===== config.mk =====
export PLATFORM = sky130hd
export DESIGN_NAME = stby_clk_ctrl
export DESIGN_NICKNAME = d
export VERILOG_FILES = /design/src/rtl/stby_pkg.sv /design/src/rtl/stby_settle_cnt.sv /design/src/rtl/stby_err_flag.sv /design/src/rtl/stby_fsm.sv /design/src/rtl/stby_clk_ctrl.sv
export SDC_FILE = /design/constraint.sdc
export NUM_CORES = 1
export LEC_CHECK = 0
export ABC_AREA = 1
export BUFFER_PORTS_ARGS = -buffer_cell sky130_fd_sc_hd__buf_2
export CAP_MARGIN = 20
export CORE_ASPECT_RATIO = 0.9
export CORE_UTILIZATION = 50
export DETAILED_ROUTE_END_ITERATION = 10
export GPL_ROUTABILITY_DRIVEN = 0
export GPL_TIMING_DRIVEN = 0
export PLACE_DENSITY = 0.87
export SLEW_MARGIN = 5
export SYNTH_ARGS = -nofsm -noshare
export SYNTH_HDL_FRONTEND = slang
export SYNTH_SLANG_ARGS = --single-unit
export TNS_END_PERCENT = 10

===== constraint.sdc =====
create_clock -name clk -period 2.6 [get_ports clk]
set_clock_uncertainty 0.05 [all_clocks]
set_input_delay 0.78 -clock clk [delete_from_list [all_inputs] [get_ports clk]]
set_output_delay 0.78 -clock clk [all_outputs]
set_load 0.02 [all_outputs]

===== src/rtl/stby_pkg.sv =====
package stby_pkg;
  typedef enum logic [1:0] {
    ST_RUN  = 2'd0,
    ST_HALT = 2'd1,
    ST_STOP = 2'd2,
    ST_WAIT = 2'd3
  } stby_state_e;
endpackage


===== src/rtl/stby_settle_cnt.sv =====
module stby_settle_cnt #(
  parameter int CNT_W = 8
) (
  input  logic             clk,
  input  logic             rst_n,
  input  logic             load,
  input  logic [CNT_W-1:0] load_val,
  input  logic             dec,
  output logic             cnt_zero
);
  logic [CNT_W-1:0] cnt_q;

  always_ff @(posedge clk or negedge rst_n) begin
    if (!rst_n)                  cnt_q <= '0;
    else if (load)               cnt_q <= load_val;
    else if (dec && cnt_q != '0) cnt_q <= cnt_q - 1'b1;
  end

  assign cnt_zero = (cnt_q == '0);


  cnt_dec_chk: assert property (@(posedge clk) disable iff (!rst_n)
    (!load && dec && cnt_q != '0) |=> (cnt_q == $past(cnt_q) - 1'b1));


  cnt_load_chk: assert property (@(posedge clk) disable iff (!rst_n)
    load |=> (cnt_q == $past(load_val)));
endmodule


===== src/rtl/stby_err_flag.sv =====
module stby_err_flag (
  input  logic clk,
  input  logic rst_n,
  input  logic set,
  input  logic clr,
  output logic flag
);
  always_ff @(posedge clk or negedge rst_n) begin
    if (!rst_n)   flag <= 1'b0;
    else if (set) flag <= 1'b1;
    else if (clr) flag <= 1'b0;
  end


  err_set_chk: assert property (@(posedge clk) disable iff (!rst_n)
    set |=> flag);


  err_hold_chk: assert property (@(posedge clk) disable iff (!rst_n)
    (flag && !clr) |=> flag);
endmodule


===== src/rtl/stby_fsm.sv =====
module stby_fsm
  import stby_pkg::*;
(
  input  logic        clk,
  input  logic        rst_n,
  input  logic        halt_req,
  input  logic        stop_req,
  input  logic        irq_pend,
  input  logic        sub_clk_sel,
  input  logic        cnt_zero,
  output logic        cnt_load,
  output logic        cnt_dec,
  output logic        stop_refused,
  output logic        osc_en,
  output logic        cpu_clk_en,
  output logic        per_clk_en,
  output stby_state_e state
);
  stby_state_e st_q, st_d;

  always_comb begin
    st_d = st_q;
    unique case (st_q)
      ST_RUN: begin
        if (!irq_pend) begin
          if (stop_req && !sub_clk_sel) st_d = ST_STOP;
          else if (halt_req)            st_d = ST_HALT;
        end
      end
      ST_HALT: if (irq_pend) st_d = ST_RUN;
      ST_STOP: if (irq_pend) st_d = ST_WAIT;
      ST_WAIT: if (cnt_zero) st_d = ST_RUN;
      default: st_d = ST_RUN;
    endcase
  end

  assign cnt_load     = (st_q == ST_STOP) && irq_pend;
  assign cnt_dec      = (st_q == ST_WAIT);
  assign stop_refused = (st_q == ST_RUN) && stop_req && sub_clk_sel;

  always_ff @(posedge clk or negedge rst_n) begin
    if (!rst_n) begin
      st_q       <= ST_RUN;
      osc_en     <= 1'b1;
      cpu_clk_en <= 1'b1;
      per_clk_en <= 1'b1;
    end else begin
      st_q       <= st_d;
      osc_en     <= (st_d != ST_STOP);
      cpu_clk_en <= (st_d == ST_RUN);
      per_clk_en <= (st_d == ST_RUN) || (st_d == ST_HALT);
    end
  end

  assign state = st_q;


  halt_gate_chk: assert property (@(posedge clk) disable iff (!rst_n)
    (st_q == ST_HALT) |-> (!cpu_clk_en && osc_en && per_clk_en));


  stop_gate_chk: assert property (@(posedge clk) disable iff (!rst_n)
    (st_q == ST_STOP) |-> (!osc_en && !cpu_clk_en && !per_clk_en));


  halt_wake_chk: assert property (@(posedge clk) disable iff (!rst_n)
    (st_q == ST_HALT && irq_pend) |=> (st_q == ST_RUN && cpu_clk_en));


  wait_gate_chk: assert property (@(posedge clk) disable iff (!rst_n)
    (st_q == ST_WAIT) |-> (osc_en && !cpu_clk_en && !per_clk_en));


  stop_refuse_chk: assert property (@(posedge clk) disable iff (!rst_n)
    (st_q == ST_RUN && stop_req && sub_clk_sel) |=> (st_q != ST_STOP));


  req_cancel_chk: assert property (@(posedge clk) disable iff (!rst_n)
    (st_q == ST_RUN && irq_pend) |=> (st_q == ST_RUN));
endmodule


===== src/rtl/stby_clk_ctrl.sv =====
module stby_clk_ctrl
  import stby_pkg::*;
#(
  parameter int CNT_W = 8
) (
  input  logic             clk,
  input  logic             rst_n,
  input  logic             halt_req,
  input  logic             stop_req,
  input  logic             irq_pend,
  input  logic             sub_clk_sel,
  input  logic [CNT_W-1:0] settle_cnt,
  input  logic             err_clr,
  output logic             osc_en,
  output logic             cpu_clk_en,
  output logic             per_clk_en,
  output logic [1:0]       mode_stat,
  output logic             stop_err
);
  logic        cnt_load, cnt_dec, cnt_zero, stop_refused;
  stby_state_e state;

  stby_fsm u_fsm (
    .clk          (clk),
    .rst_n        (rst_n),
    .halt_req     (halt_req),
    .stop_req     (stop_req),
    .irq_pend     (irq_pend),
    .sub_clk_sel  (sub_clk_sel),
    .cnt_zero     (cnt_zero),
    .cnt_load     (cnt_load),
    .cnt_dec      (cnt_dec),
    .stop_refused (stop_refused),
    .osc_en       (osc_en),
    .cpu_clk_en   (cpu_clk_en),
    .per_clk_en   (per_clk_en),
    .state        (state)
  );

  stby_settle_cnt #(.CNT_W(CNT_W)) u_cnt (
    .clk      (clk),
    .rst_n    (rst_n),
    .load     (cnt_load),
    .load_val (settle_cnt),
    .dec      (cnt_dec),
    .cnt_zero (cnt_zero)
  );

  stby_err_flag u_err (
    .clk   (clk),
    .rst_n (rst_n),
    .set   (stop_refused),
    .clr   (err_clr),
    .flag  (stop_err)
  );

  assign mode_stat = state;
endmodule


==> results of run 1 <==
[logic make-up after synthesis]
family                   share of synthesized area (%)
buffers and inverters                            8.518
AO/OA/AOI/OAI                                    10.06
adder cells (fa/ha/maj)                          2.793
AND/OR/NAND/NOR                                  39.11
flip-flops                                       39.53
[flip-flops by register name, summed over array words and instances (netlist names)]
name,count
u_fsm.osc_en,1
u_fsm.per_clk_en,1
u_cnt.cnt_q,8
u_fsm.state,2
u_fsm.cpu_clk_en,1
u_err.flag,1
[cell usage after synthesis (2+ instances only)]
cell type and instances:
nand2_1 25, inv_1 15, nand3_1 14, dfrtp_1 11, nor2_1 11, o21ai_0 6
nand3_2 4, o21ai_2 4, dfstp_2 3, nand2_2 3, nand4_1 3, or2_2 3
ha_1 2, nand3b_1 2, nor2_4 2
[power by group through the flow]
stage	clock (W)	sequential [W]	combinational [W]
2_1_floorplan	0	0.000476	0.000565
3_3_place_gp	0	0.000433	0.000747
3_5_place_dp	0	0.000437	0.000792
4_1_cts	0.000165	0.000438	0.000791
5_1_grt	0.000175	0.000451	0.000881
6_report	0.000162	0.000438	0.000792
[routing by layer]
metal | track usage [%] | share of wire, % | vias to the layer above
met3 | 6.897 | 5.7 | 7
met5 | 0 | 0 | -
met1 | 27.95 | 43 | 378
met4 | 6.286 | 1.5 | 0
met2 | 34.44 | 50 | 34
li1 | - | - | 415
[path summary, 6_finish.rpt]
| path | start | cells past startpoint | to |
|---|---|---|---|
| worst max-delay path | u_fsm.per_clk_en | 1 | per_clk_en |
| worst max register to register | u_cnt.cnt_q[0] | 8 | u_cnt.cnt_q[4] |
| max in group asynchronous | rst_n | 1 | u_fsm.per_clk_en |
| min in group clk | u_err.flag | 2 | u_err.flag |
| worst min register to register | u_err.flag | 2 | u_err.flag |
| worst min-delay path | rst_n | 1 | u_fsm.state[1] |
[per-stage QoR]
step	cells	cell area, sq um
after floorplan	114	895.9
after global placement	158	1026
after detailed placement	158	1026
after CTS	162	1062
after global routing	162	1062
final	162	1062
[cell type report]
type / count / area (sq um)
Inverter: 16 / 60.06
Fill cell: 144 / 619.3
Multi-Input combinational cell: 82 / 465.4
Timing Repair Buffer: 20 / 100.1
Tap cell: 24 / 30.03
Clock buffer: 4 / 36.28
Buffer: 2 / 16.27
Sequential cell: 14 / 354.1
==> flow_metrics.py, run 1 <==
metrics = {
    "global_routing": {
        "grt_max_degree": 15,
        "antenna_found_initial": 0,
        "grt_pass1_wl_um": 3118,
        "grt_pass1_vias": 768,
        "globalRouteOverflowTotal": 0,
        "grt_use_total_pct": 21.77,
    },
    "logic_synthesis": {
        "yosysTopAreaCell": "dfrtp_1",
        "yosys-top-cells-area": "dfrtp_1 31%, nand2_1 10%, dfstp_2 8.8%",
        "synth_edf_count": 0,
        "synth_seq_cells": 14,
        "synth_ff_type": "dfrtp_1",
        "yosysWarningCount": 0,
        "avgSynthCellArea_sq_um": 7.858,
        "ys_seq_area_share_pct": 39.53,
        "syn-instance-count": 114,
        "synth_area_sq_um": 895.9,
        "syn-num-nets": 131,
        "yosysTopAreaCellShare_pct": 30.73,
        "ys_async_sr_fraction_pct": 100.0,
        "synth_cell_types": 21,
    },
    "setup_path": {
        "path_cells": "buf_2",
        "crit_family": "flip-flops",
        "worstSetupEndpointType": "primary output",
        "crit_fanout": 1,
        "worstPathBufferInverterCount": 1,
        "startpoint_type": "flip-flop",
        "required_ns": 1.77,
        "crit_arrival_ns": 0.97,
        "critPathKind": "flip-flop to primary output",
        "critPathMaxStageDelay_ns": 0.52,
        "rrSetupSlack_ns": 0.94,
        "slowest_stage": "dfstp_2",
    },
    "drt": {
        "drt_first_iter_violations": 22,
        "drc": 0,
        "wl_per_cell_um": 11.63,
        "drtAntennaViolNets": 0,
        "totalWireLength_um": 1884,
        "first_pass_iters": 4,
        "vias": 834,
        "drt-vias-per-instance": 5.148,
    },
    "final_layout": {
        "layout.nets": 156,
        "n_antenna_cell": 0,
        "area_growth_pct": 18.58,
        "fin_util_pct": 63.17,
        "final_cell_mix": "25 x nand2_1, 21 x buf_2, 15 x inv_1",
        "final_common_cell": "nand2_1",
        "drive_gt1_share_pct": 34.78,
    },
    "sta": {
        "max_freq_mhz": 557.1,
        "setup-tns-final_ns": 0,
        "worst_pin_slew_ns": 0.3128,
        "whs_ns": 0.3148,
        "fin_crit_ns": 1.795,
        "fin_crit_sh_pct": 69.04,
        "setup_ws_ns": 0.8049,
        "finalHoldViolCount": 0,
        "setup_violations": 0,
        "final-max-slew-violation-count": 0,
        "slew_headroom_pct": 79.15,
        "rsz0062_at_grt": "false",
    },
    "min_path": {
        "hold_path_class": "input port to asynchronous set/reset pin",
    },
    "power_and_ir_drop": {
        "power_density_nw_per_um2": 1310,
        "clockPowerShare_pct": 11.6,
        "p_total_w": 0.001392,
        "seq_power_share_pct": 31.5,
        "switching_power_w": 0.0006745,
        "vdd_drop_max_mv": 0.5573,
        "power_leakage_nw": 0.5595,
        "swShare_pct": 48.47,
        "internal_power_w": 0.0007173,
        "power_frac_comb_pct": 56.9,
    },
    "clock_network": {
        "htree_levels": 1,
        "cts_made_buffers": 3,
        "clk_latency_ns": 0.29,
        "clockRootBuffer": "clkbuf_4",
        "clockBufferDepth": 2,
        "cts_resized": 0,
        "ctsHoldBuffers": 0,
        "post_cts_buffers": 0,
        "cts.sinks": 14,
        "path_clk_slew_ns": 0.09,
        "cts_tree": "built",
    },
    "placed_design": {
        "pre_cts_slack_ns": 0.8233,
        "port_buffers": 20,
        "detailed_place_hpwl_um": 1445,
    },
    "floorplan": {
        "fp-row-count": 14,
        "initial_core_util_pct": 53.27,
        "ioPinCount": 21,
        "die_h_um": 42.16,
        "core-area_sq_um": 1682,
        "die_area_sq_um": 1965,
        "die_w_um": 46.62,
    },
    "status": {
        "status": "finished, final reports clean",
    },
    "flow_run": {
        "drv_cap": 0,
    },
}
No activity file was read; power rests on OpenSTA's default activity.
==> inputs of run 2 (changes only) <==
==> constraint.sdc (replaced) <==
create_clock -name clk -period 1.7 [get_ports clk]
set_clock_uncertainty 0.05 [all_clocks]
set_input_delay 0.51 -clock clk [delete_from_list [all_inputs] [get_ports clk]]
set_output_delay 0.51 -clock clk [all_outputs]
set_load 0.02 [all_outputs]
==> run 2 against run 1 <==
  * Global-route usage unchanged
  * Sequential power increased by 54%
  * Via count unchanged
  * Clock power grew 54%
  * Critical endpoint is now u_fsm.cpu_clk_en
==> flow_metrics.py, run 2 (synthesized netlist as in run 1, its figures left out) <==
metrics = {
    "drt": {
        "drt-vias-per-instance": 5.085,
        "totalWireLength_um": 1960,
        "wl_per_cell_um": 11.95,
        "first_pass_iters": 4,
        "vias": 834,
        "drc": 0,
        "drtAntennaViolNets": 0,
        "drt_first_iter_violations": 30,
    },
    "power_and_ir_drop": {
        "clockPowerShare_pct": 11.3,
        "power_frac_comb_pct": 58.2,
        "power_density_nw_per_um2": 2030,
        "switching_power_w": 0.001060,
        "swShare_pct": 47.93,
        "internal_power_w": 0.001152,
        "vdd_drop_max_mv": 0.8482,
        "power_leakage_nw": 0.5741,
        "seq_power_share_pct": 30.5,
    },
    "floorplan": {
        "die_area_sq_um": 1965,
        "die_w_um": 46.62,
        "fp-row-count": 14,
        "die_h_um": 42.16,
        "ioPinCount": 21,
        "initial_core_util_pct": 53.27,
        "core-area_sq_um": 1682,
    },
    "sta": {
        "whs_ns": 0.04256,
        "final-max-slew-violation-count": 0,
        "slew_headroom_pct": 79.36,
        "finalHoldViolCount": 0,
        "worst_pin_slew_ns": 0.3095,
        "setup_violations": 0,
        "max_freq_mhz": 642.3,
        "setup-tns-final_ns": 0,
        "rsz0062_at_grt": "false",
        "fin_crit_sh_pct": 91.58,
        "fin_crit_ns": 1.557,
    },
    "global_routing": {
        "grt_pass1_vias": 768,
        "grt_use_total_pct": 21.77,
        "grt_max_degree": 15,
        "antenna_found_initial": 0,
        "grt_pass1_wl_um": 3118,
        "globalRouteOverflowTotal": 0,
    },
    "clock_network": {
        "clockBufferDepth": 2,
        "htree_levels": 1,
        "cts.sinks": 14,
        "cts_made_buffers": 3,
        "cts_tree": "built",
        "path_clk_slew_ns": 0.09,
        "post_cts_buffers": 0,
        "ctsHoldBuffers": 0,
        "clockRootBuffer": "clkbuf_4",
        "cts_resized": 0,
        "clk_latency_ns": 0.29,
    },
    "status": {
        "status": "finished, final reports clean",
    },
    "flow_run": {
        "drv_cap": 0,
    },
    "setup_path": {
        "crit_arrival_ns": 1.74,
        "startpoint_type": "flip-flop",
        "critPathKind": "flip-flop to flip-flop",
        "required_ns": 1.88,
        "crit_fanout": 4,
        "worstSetupEndpointType": "flip-flop",
    },
    "final_layout": {
        "final_cell_mix": "25 x nand2_1, 21 x buf_2, 15 x inv_1",
        "fillCellCount": 138,
        "n_antenna_cell": 0,
        "largest_register_ffs": 8,
        "top_register": "u_cnt.cnt_q",
        "layout.nets": 158,
        "final_common_cell": "nand2_1",
        "drive_gt1_share_pct": 35.71,
        "area_growth_pct": 21.65,
    },
    "min_path": {
        "hold_path_class": "input port to asynchronous set/reset pin",
    },
    "placed_design": {
        "detailed_place_hpwl_um": 1445,
        "port_buffers": 20,
    },
}
[run 2: critical path, stage by stage (launching register included)]
cell and delay, ns:
dfrtp_1 0.42, inv_1 0.14, ha_1 0.17, nand3_1 0.11, o21bai_4 0.21, buf_12 0.14, nand4_1 0.13, nor2_1 0.13
[run 2: metrics by stage]
stage          worst slack (ns)  area, sq um  std cells  util [%]  power (W)
6_report                 0.1431         1090        164     64.81   0.002212
5_1_grt                 0.06476         1090        164     64.81   0.002377
4_1_cts                 0.03076         1062        162     63.17   0.002132
3_5_place_dp            0.04201         1026        158     61.01   0.001881
3_3_place_gp             0.1071         1026        158     61.01   0.001806
2_1_floorplan            0.2356        895.9        114         -   0.001592
[run 2: final timing paths]
path / startpoint / cells past startpoint / slack, ns / end
min in group clk: err_clr / 2 / 0.36 / u_err.flag
setup reg to reg: u_cnt.cnt_q[0] / 7 / 0.14 / u_fsm.cpu_clk_en
hold reg to reg: u_err.flag / 2 / 0.48 / u_err.flag
setup / recovery: u_cnt.cnt_q[0] / 7 / 0.14 / u_fsm.cpu_clk_en
hold / removal: rst_n / 1 / 0.04 / u_fsm.state[1]
max in group asynchronous: rst_n / 1 / 1.27 / u_fsm.per_clk_en
[run 2: metal layers]
layer | global-route usage, % | part of all wire (%) | vias to the layer above
li1 | - | - | 420
met3 | 6.897 | 3.8 | 4
met5 | 0 | 0 | -
met1 | 27.95 | 43 | 390
met2 | 34.44 | 53 | 20
met4 | 6.286 | 1.0 | 0
[run 2: final cells by class]
| class | count | area (sq um) | share of cell area [%] |
|---|---|---|---|
| Inverter | 16 | 60.06 | 5.511 |
| Clock buffer | 4 | 36.28 | 3.329 |
| Sequential cell | 14 | 354.1 | 32.49 |
| Buffer | 2 | 16.27 | 1.493 |
| Tap cell | 24 | 30.03 | 2.755 |
| Timing Repair Buffer | 22 | 127.6 | 11.71 |
| Multi-Input combinational cell | 82 | 465.4 | 42.71 |
[run 2: power by group through the flow]
stage	combinational [W]	clock [W]	sequential [W]
after global routing	0.00142	0.000268	0.000689
after floorplan	0.000864	0	0.000728
final	0.00129	0.000250	0.000674
after CTS	0.00121	0.000253	0.000669
after detailed placement	0.00121	0	0.000669
after global placement	0.00114	0	0.000663
